$ cat src/rtl/dmacc_pkg.sv
package dmacc_pkg;
  localparam int SEL_W  = 4;
  localparam int FLOW_W = 3;

  typedef struct packed {
    logic              halt;
    logic              lock;
    logic              tc_mask;
    logic              err_mask;
    logic [FLOW_W-1:0] flow;
    logic [SEL_W-1:0]  dst_sel;
    logic [SEL_W-1:0]  src_sel;
  } chan_cfg_t;

  // flow codes whose source side is a peripheral
  function automatic logic src_is_periph(input logic [FLOW_W-1:0] f);
    case (f)
      3'd2, 3'd3, 3'd4, 3'd6, 3'd7: src_is_periph = 1'b1;
      default:                      src_is_periph = 1'b0;
    endcase
  endfunction

  // flow codes whose destination side is a peripheral
  function automatic logic dst_is_periph(input logic [FLOW_W-1:0] f);
    case (f)
      3'd1, 3'd3, 3'd4, 3'd5, 3'd7: dst_is_periph = 1'b1;
      default:                      dst_is_periph = 1'b0;
    endcase
  endfunction

  function automatic logic [31:0] pack_cfg(input chan_cfg_t c, input logic act);
    logic [31:0] w;
    w        = '0;
    w[4:1]   = c.src_sel;
    w[9:6]   = c.dst_sel;
    w[13:11] = c.flow;
    w[14]    = c.err_mask;
    w[15]    = c.tc_mask;
    w[16]    = c.lock;
    w[17]    = act;
    w[18]    = c.halt;
    return w;
  endfunction
endpackage

$ cat src/rtl/dmacc_cfg_reg.sv
module dmacc_cfg_reg
  import dmacc_pkg::*;
(
  input  logic        clk,
  input  logic        rst_n,
  input  logic        wr_en,
  input  logic [31:0] wr_data,
  output chan_cfg_t   cfg
);
  always_ff @(posedge clk) begin
    if (!rst_n) begin
      cfg <= '0;
    end else if (wr_en) begin
      // bit 17 (active) and reserved bits are not stored
      cfg.src_sel  <= wr_data[4:1];
      cfg.dst_sel  <= wr_data[9:6];
      cfg.flow     <= wr_data[13:11];
      cfg.err_mask <= wr_data[14];
      cfg.tc_mask  <= wr_data[15];
      cfg.lock     <= wr_data[16];
      cfg.halt     <= wr_data[18];
    end
  end

  a_r1_reset_clean: assert property (@(posedge clk) !rst_n |=> cfg == '0);
endmodule

$ cat src/rtl/dmacc_fifo.sv
module dmacc_fifo #(
  parameter int DEPTH  = 4,
  parameter int DATA_W = 32
) (
  input  logic              clk,
  input  logic              rst_n,
  input  logic              flush,
  input  logic              push_en,
  input  logic [DATA_W-1:0] push_data,
  input  logic              pop_en,
  output logic [DATA_W-1:0] pop_data,
  output logic              full,
  output logic              empty
);
  localparam int PTR_W = (DEPTH > 1) ? $clog2(DEPTH) : 1;
  localparam int CNT_W = $clog2(DEPTH + 1);
  localparam logic [PTR_W-1:0] LAST = PTR_W'(DEPTH - 1);
  localparam logic [CNT_W-1:0] FULLC = CNT_W'(DEPTH);

  logic [DATA_W-1:0] mem [DEPTH];
  logic [PTR_W-1:0]  wr_ptr, rd_ptr;
  logic [CNT_W-1:0]  count;
  logic              do_push, do_pop;

  assign full     = (count == FULLC);
  assign empty    = (count == '0);
  assign do_push  = push_en && !full;
  assign do_pop   = pop_en && !empty;
  assign pop_data = mem[rd_ptr];

  always_ff @(posedge clk) begin
    if (!rst_n || flush) begin
      wr_ptr <= '0;
      rd_ptr <= '0;
      count  <= '0;
    end else begin
      if (do_push) begin
        mem[wr_ptr] <= push_data;
        wr_ptr      <= (wr_ptr == LAST) ? '0 : wr_ptr + 1'b1;
      end
      if (do_pop) rd_ptr <= (rd_ptr == LAST) ? '0 : rd_ptr + 1'b1;
      case ({do_push, do_pop})
        2'b10:   count <= count + 1'b1;
        2'b01:   count <= count - 1'b1;
        default: count <= count;
      endcase
    end
  end

  a_r3_count_bounded: assert property (@(posedge clk) disable iff (!rst_n)
    count <= FULLC);
  a_r5_flush_empties: assert property (@(posedge clk) disable iff (!rst_n)
    flush |=> empty);
  a_r3_pop_stable: assert property (@(posedge clk) disable iff (!rst_n)
    (!empty && !pop_en && !flush && !(push_en && $past(empty))) |=> $stable(pop_data));
endmodule

$ cat src/rtl/dmacc_lock_ctrl.sv
module dmacc_lock_ctrl (
  input  logic clk,
  input  logic rst_n,
  input  logic lock_en,
  input  logic burst_start,
  input  logic burst_end,
  output logic bus_lock
);
  logic pend_q;

  always_ff @(posedge clk) begin
    if (!rst_n) begin
      bus_lock <= 1'b0;
      pend_q   <= 1'b0;
    end else if (burst_end) begin
      // release first; a burst starting now waits one cycle
      bus_lock <= 1'b0;
      pend_q   <= burst_start && lock_en;
    end else if (pend_q) begin
      bus_lock <= 1'b1;
      pend_q   <= 1'b0;
    end else if (burst_start && lock_en) begin
      bus_lock <= 1'b1;
    end
  end

  a_r9_release_on_end: assert property (@(posedge clk) disable iff (!rst_n)
    burst_end |=> !bus_lock);
  a_r8_lock_on_start: assert property (@(posedge clk) disable iff (!rst_n)
    (burst_start && lock_en && !burst_end) |=> bus_lock);
  a_r10_lock_needs_bit: assert property (@(posedge clk) disable iff (!rst_n)
    $rose(bus_lock) |-> ($past(lock_en) || $past(pend_q)));
endmodule

$ cat src/rtl/dmacc_channel.sv
module dmacc_channel
  import dmacc_pkg::*;
#(
  parameter int NUM_PERIPH = 16,
  parameter int FIFO_DEPTH = 4,
  parameter int DATA_W     = 32
) (
  input  logic                  clk,
  input  logic                  rst_n,
  input  logic                  chan_en,
  input  logic                  cfg_wr_en,
  input  logic [31:0]           cfg_wr_data,
  output logic [31:0]           cfg_rd_data,
  input  logic [NUM_PERIPH-1:0] src_req_in,
  input  logic [NUM_PERIPH-1:0] dst_req_in,
  output logic                  src_req_out,
  output logic                  dst_req_out,
  input  logic                  push_valid,
  output logic                  push_ready,
  input  logic [DATA_W-1:0]     push_data,
  output logic                  pop_valid,
  input  logic                  pop_ready,
  output logic [DATA_W-1:0]     pop_data,
  input  logic                  burst_start,
  input  logic                  burst_end,
  output logic                  bus_lock,
  input  logic                  tc_event,
  input  logic                  err_event,
  input  logic                  tc_clr,
  input  logic                  err_clr,
  output logic                  tc_flag,
  output logic                  err_flag,
  output logic                  tc_irq,
  output logic                  err_irq
);
  localparam int SEL_SPAN = 1 << SEL_W;

  chan_cfg_t cfg;
  logic      fifo_full, fifo_empty, active;
  logic [SEL_SPAN-1:0] src_wide, dst_wide;

  dmacc_cfg_reg u_cfg (
    .clk(clk), .rst_n(rst_n), .wr_en(cfg_wr_en), .wr_data(cfg_wr_data), .cfg(cfg)
  );

  dmacc_fifo #(.DEPTH(FIFO_DEPTH), .DATA_W(DATA_W)) u_fifo (
    .clk(clk), .rst_n(rst_n), .flush(!chan_en),
    .push_en(push_valid && push_ready), .push_data(push_data),
    .pop_en(pop_valid && pop_ready), .pop_data(pop_data),
    .full(fifo_full), .empty(fifo_empty)
  );

  dmacc_lock_ctrl u_lock (
    .clk(clk), .rst_n(rst_n), .lock_en(cfg.lock),
    .burst_start(burst_start), .burst_end(burst_end), .bus_lock(bus_lock)
  );

  // widen request lines to the full select range; unused selects read 0
  generate
    if (NUM_PERIPH >= SEL_SPAN) begin : g_req_trim
      assign src_wide = src_req_in[SEL_SPAN-1:0];
      assign dst_wide = dst_req_in[SEL_SPAN-1:0];
    end else begin : g_req_pad
      assign src_wide = {{(SEL_SPAN-NUM_PERIPH){1'b0}}, src_req_in};
      assign dst_wide = {{(SEL_SPAN-NUM_PERIPH){1'b0}}, dst_req_in};
    end
  endgenerate

  assign active      = chan_en && !fifo_empty;
  assign cfg_rd_data = pack_cfg(cfg, active);
  assign push_ready  = chan_en && !cfg.halt && !fifo_full;
  assign pop_valid   = active;
  assign src_req_out = chan_en && !cfg.halt && src_is_periph(cfg.flow) && src_wide[cfg.src_sel];
  assign dst_req_out = chan_en && dst_is_periph(cfg.flow) && dst_wide[cfg.dst_sel];

  always_ff @(posedge clk) begin
    if (!rst_n) begin
      tc_flag  <= 1'b0;
      err_flag <= 1'b0;
    end else begin
      if (tc_event)     tc_flag <= 1'b1;
      else if (tc_clr)  tc_flag <= 1'b0;
      if (err_event)    err_flag <= 1'b1;
      else if (err_clr) err_flag <= 1'b0;
    end
  end

  assign tc_irq  = tc_flag && cfg.tc_mask;
  assign err_irq = err_flag && cfg.err_mask;

  a_r4_halt_blocks_src: assert property (@(posedge clk) disable iff (!rst_n)
    cfg.halt |-> (!src_req_out && !push_ready));
  a_r11_tc_sets: assert property (@(posedge clk) disable iff (!rst_n)
    tc_event |=> tc_flag);
  a_r11_err_sets: assert property (@(posedge clk) disable iff (!rst_n)
    err_event |=> err_flag);
  a_r2_active_drops: assert property (@(posedge clk) disable iff (!rst_n)
    !chan_en |-> !cfg_rd_data[17]);
endmodule

$ cat config.mk
export PLATFORM = sky130hd
export DESIGN_NAME = dmacc_channel
export DESIGN_NICKNAME = d
export VERILOG_FILES = /design/src/rtl/dmacc_pkg.sv /design/src/rtl/dmacc_cfg_reg.sv /design/src/rtl/dmacc_fifo.sv /design/src/rtl/dmacc_lock_ctrl.sv /design/src/rtl/dmacc_channel.sv
export SDC_FILE = /design/constraint.sdc
export NUM_CORES = 1
export LEC_CHECK = 0
export ABC_AREA = 1
export BUFFER_PORTS_ARGS = -buffer_cell sky130_fd_sc_hd__buf_2
export CAP_MARGIN = 20
export CORE_AREA = 5 5 113 115
export DETAILED_ROUTE_END_ITERATION = 7
export DIE_AREA = 0 0 118 120
export GPL_TIMING_DRIVEN = 0
export PLACE_DENSITY = 0.84
export RECOVER_POWER = 50
export SLEW_MARGIN = 20
export SYNTH_ARGS = -nofsm -noshare
export SYNTH_HDL_FRONTEND = slang
export SYNTH_SLANG_ARGS = --single-unit
$ cat constraint.sdc
create_clock -name clk -period 6 [get_ports clk]
set_clock_uncertainty 0.15 [all_clocks]
set_input_delay 0 -clock clk [delete_from_list [all_inputs] [get_ports clk]]
set_output_delay 0 -clock clk [all_outputs]
set_load 0.02 [all_outputs]
==> tab_implementation.tex <==
\begin{tabular}{lr}
\hline
Metric & Value \\
\hline
\multicolumn{2}{l}{\textbf{Timing}} \\
Total Neg Setup Slack & 0 ps \\
Achievable clock frequency & 0.3657 GHz \\
Worst Tran Pin Value & 1153 ps \\
Number of endpoints failing setup at the final stage & 0 \\
Least setup slack across all paths after layout & 3266 ps \\
Setup repair after global routing missed its margin & no \\
Time the worst path needs with I/O delays and setup & 2734 ps \\
Worst hold slack & 46.49 ps \\
Fin. max-slew vios & 0 \\
Hold Fails Final Rpt & 0 \\
Max-slew headroom & 22.82\% \\
Share of the clock period used by the worst path after layout & 45.57\% \\
\multicolumn{2}{l}{\textbf{CTS}} \\
H-tree lvl count & 4 \\
Clock buffer count from CTS & 17 \\
Post-CTS Setup Inserts & 0 \\
CTS hold repair buffers & 76 \\
Register clock-pin slew on the reported worst setup and hold paths & 60 ps \\
Sinks on Clock Net & 156 \\
Root cell of the clock tree & sky130\_fd\_sc\_hd\_\_clkbuf\_16 \\
Gates resized, CTS repair & 0 \\
Clock tree from TritonCTS & done \\
Maximum number of buffers from clock root to sink & 2 \\
Clk Latency, worst-skew pair & between 400 and 500 ps \\
\multicolumn{2}{l}{\textbf{Floorplanning}} \\
Initial core utilization & 54.62\% \\
Total Die Area & 14160 sq um \\
Number of standard-cell rows in the floorplan & 40 \\
Core area & 11710 sq um \\
Width of the die & 118 microns \\
Die boundary height & about 120 microns \\
I/O pin count & 181 \\
\multicolumn{2}{l}{\textbf{Yosys}} \\
Distinct cells, synth & 27 \\
Sequential share of the synthesized area & between 60 and 70\% \\
Area of the mapped netlist & roughly 6400 sq um \\
Seq cells post-synth & 156 \\
Avg Cell Area, Syn & around 11 sq um \\
Warning count from the yosys run & 0 \\
Post-Syn Instances & approximately 560 \\
\multicolumn{2}{l}{\textbf{Global route}} \\
GRT Residual Overflow & 0 \\
Pin count of the biggest net entering global routing & 25 \\
GRT met2 Usage & 46.04\% \\
GR Util All Layers & 25.25\% \\
Vias in the first global route & 5764 \\
Met1 demand-to-capacity share in global routing & 28.45\% \\
First-pass GRT wire length & about 28 mm \\
Busiest layer in global routing & met2 \\
Antenna violations before repair & 0 \\
Met3 routing resource usage after global routing & 6.315\% \\
\multicolumn{2}{l}{\textbf{Drt}} \\
Number of vias in the routed layout & about 5400 \\
Violation count after the first detailed-routing iteration & 515 \\
Post-route DRC & 0 \\
First drt pass iteration count & 5 \\
ANT nets after route & 0 \\
Wire length after detailed routing & 17.79 mm \\
Routed WL per cell & 18.08 microns \\
Vias per cell & 5.474 \\
\multicolumn{2}{l}{\textbf{Placed design}} \\
Post-DP HPWL & $\sim$11 mm \\
Number of placed instances with taps included & $\sim$880 \\
I/O Buffers & 147 \\
Worst setup slack before clock tree synthesis & 3827 ps \\
Gpl congestion & roughly 0.88 \\
\multicolumn{2}{l}{\textbf{Final layout}} \\
Non-filler instance count after layout & 984 \\
Number of fill cells in the layout & 728 \\
Most frequent standard cell in the layout excluding fill and tap cells & sky130\_fd\_sc\_hd\_\_edfxtp\_1 \\
Share of cells above drive strength 1 & between 20\% and 30\% \\
Layout Area Growth over Synthesis & 37.32\% \\
Share of the core filled with cells in the final layout & 75.00\% \\
Highest-count cells in the layout ignoring fill and taps & sky130\_fd\_sc\_hd\_\_edfxtp\_1, sky130\_fd\_sc\_hd\_\_buf\_2, sky130\_fd\_sc\_hd\_\_nor2\_1 \\
Nets & 939 \\
Count of antenna diodes in the layout & 0 \\
\multicolumn{2}{l}{\textbf{Critical path}} \\
Required time reported for the critical path endpoint & 6190 ps \\
Worst-case register-to-register setup slack & 3270 ps \\
R2R Path Start & u\_fifo.count[2] \\
Critical path type & flip-flop to flip-flop \\
Endpoint of the worst-slack reg-to-reg timing path & u\_fifo.count[2] \\
Register-to-Register Path Depth & 13 \\
Crit path arrival time & 2930 ps \\
CP Launch Type & flip-flop \\
Worst Setup End Kind & flip-flop \\
Maximum net fanout on the critical path & 5 \\
\multicolumn{2}{l}{\textbf{Run status}} \\
Status & finished clean \\
\multicolumn{2}{l}{\textbf{Pwr}} \\
Leakage power & 0.003490 uW \\
Max IR drop VDD & approximately 0.22 mV \\
Power dissipated by switching net loads & between 500 and 600 uW \\
Share of total power in sequential cells & $\sim$48\% \\
Switching share of power & 21.09\% \\
Cell internal pwr & 1971 uW \\
Logic gate share of total power & 8.2\% \\
PD cells & 284.4 nW/um\^{}2 \\
Clock network power share & 44.0\% \\
\multicolumn{2}{l}{\textbf{Min path}} \\
Worst Hold Path Cells & 5 \\
Hold WC Path Type & primary input to flip-flop \\
Hold\_sp & rst\_n \\
Capture endpoint of the worst hold path & u\_fifo.count[0] \\
\multicolumn{2}{l}{\textbf{Run}} \\
Max capacitance violation total & 0 \\
\hline
\end{tabular}
-- power by group through the flow --
stage          Sequential (uW)  Combinational, uW  Clock [uW]
6_report                  1190                205        1100
5_1_grt                   1200                223        1160
4_1_cts                   1190                204        1110
3_5_place_dp              1220                165           0
3_3_place_gp              1220                156           0
2_1_floorplan             1220               83.3           0
-- state kept, by name, indices dropped and copies added (netlist names), named ones only --
| register | cells |
|---|---|
| u_fifo.mem | 128 |
| err_flag | 1 |
| u_cfg.cfg | 15 |
| u_fifo.count | 3 |
| u_lock.pend_q | 1 |
| u_fifo.wr_ptr | 2 |
| tc_flag | 1 |
| u_fifo.rd_ptr | 2 |
| u_lock.bus_lock | 1 |
-- critical path, stage by stage (launching register included) --
cell and delay, ps:
sky130_fd_sc_hd__dfxtp_1 430, sky130_fd_sc_hd__inv_1 80, sky130_fd_sc_hd__nand3_1 90, sky130_fd_sc_hd__nand3_2 60, sky130_fd_sc_hd__dlygate4sd3_1 600, sky130_fd_sc_hd__inv_2 90, sky130_fd_sc_hd__ha_1 170, sky130_fd_sc_hd__inv_1 60
sky130_fd_sc_hd__fa_1 410, sky130_fd_sc_hd__inv_1 70, sky130_fd_sc_hd__o21ai_0 70, sky130_fd_sc_hd__a21oi_1 150, sky130_fd_sc_hd__o21ai_0 90, sky130_fd_sc_hd__a21oi_1 120
-- final cells by class --
type	instances	area [sq um]	area share (%)
buffer	42	252.7	2.877
clock buffer	23	521.8	5.940
clock inverter	9	101.3	1.154
inverter	47	181.4	2.066
multi-input combinational	333	1633	18.59
sequential	156	4404	50.14
tap	147	183.9	2.094
timing repair buffer	227	1505	17.14
-- layer usage --
metal  vias to the layer above  wire length (microns)
li1                       2478                      -
met1                      2554                   6763
met2                       320                   9150
met3                        34                   1493
met4                         0                    378
met5                         -                      0
-- cells in the mapped netlist --
cell	count	area, sq um
sky130_fd_sc_hd__buf_2	12	60.06
sky130_fd_sc_hd__nand2_2	1	6.260
sky130_fd_sc_hd__dfxtp_1	28	560.5
sky130_fd_sc_hd__nand4_1	2	12.51
sky130_fd_sc_hd__clkbuf_1	7	26.28
sky130_fd_sc_hd__nor2_1	87	326.6
sky130_fd_sc_hd__a31oi_4	1	21.27
sky130_fd_sc_hd__inv_2	2	7.510
sky130_fd_sc_hd__o22ai_1	32	200.2
sky130_fd_sc_hd__clkbuf_2	1	5.000
sky130_fd_sc_hd__nand3_1	24	120.1
sky130_fd_sc_hd__nand2_1	51	191.4
sky130_fd_sc_hd__buf_1	1	3.750
sky130_fd_sc_hd__a31oi_1	1	6.260
sky130_fd_sc_hd__a211oi_1	2	15.01
sky130_fd_sc_hd__edfxtp_1	128	3844
sky130_fd_sc_hd__o21ai_1	5	25.02
sky130_fd_sc_hd__buf_4	20	150.1
sky130_fd_sc_hd__a21oi_1	23	115.1
sky130_fd_sc_hd__nand3_2	2	20.02
sky130_fd_sc_hd__fa_1	1	20.02
sky130_fd_sc_hd__conb_1	1	3.750
sky130_fd_sc_hd__inv_4	2	12.51
sky130_fd_sc_hd__buf_6	1	11.26
sky130_fd_sc_hd__inv_1	43	161.4
sky130_fd_sc_hd__ha_1	6	75.07
sky130_fd_sc_hd__o21ai_0	79	395.4
-- cells by family after synthesis --
kind of cell / count (synthesis) / synth area share [%]
and+or+nand+nor: 167 / 10.58
DFF: 156 / 68.86
AOI/OAI and AO/OA: 143 / 12.17
other: 1 / 0.05863
adders and majority gates: 7 / 1.487
buffers and inverters: 89 / 6.846
-- through the flow --
step | power [uW] | instance area [sq um]
floorplan | 1307 | 6452
global placement | 1372 | 7372
detailed placement | 1381 | 7482
CTS | 2507 | 8866
global route | 2575 | 8783
finish | 2498 | 8783
-- how the worst max path moves through the flow --
stage                                from           endpoint  slack, ps  cells after the start
after detailed placement  u_fifo.count[0]    u_fifo.count[2]       3830                     11
after CTS                 u_fifo.count[2]    u_fifo.count[2]       3280                     13
after floorplan             u_cfg.cfg[14]   u_fifo.mem[0][0]       3130                      5
final                     u_fifo.count[2]    u_fifo.count[2]       3270                     13
after global routing      u_fifo.count[2]    u_fifo.count[2]       2930                     13
after global placement      u_cfg.cfg[14]  u_fifo.mem[3][19]       2200                      5
(Power assumes the default switching activity.)
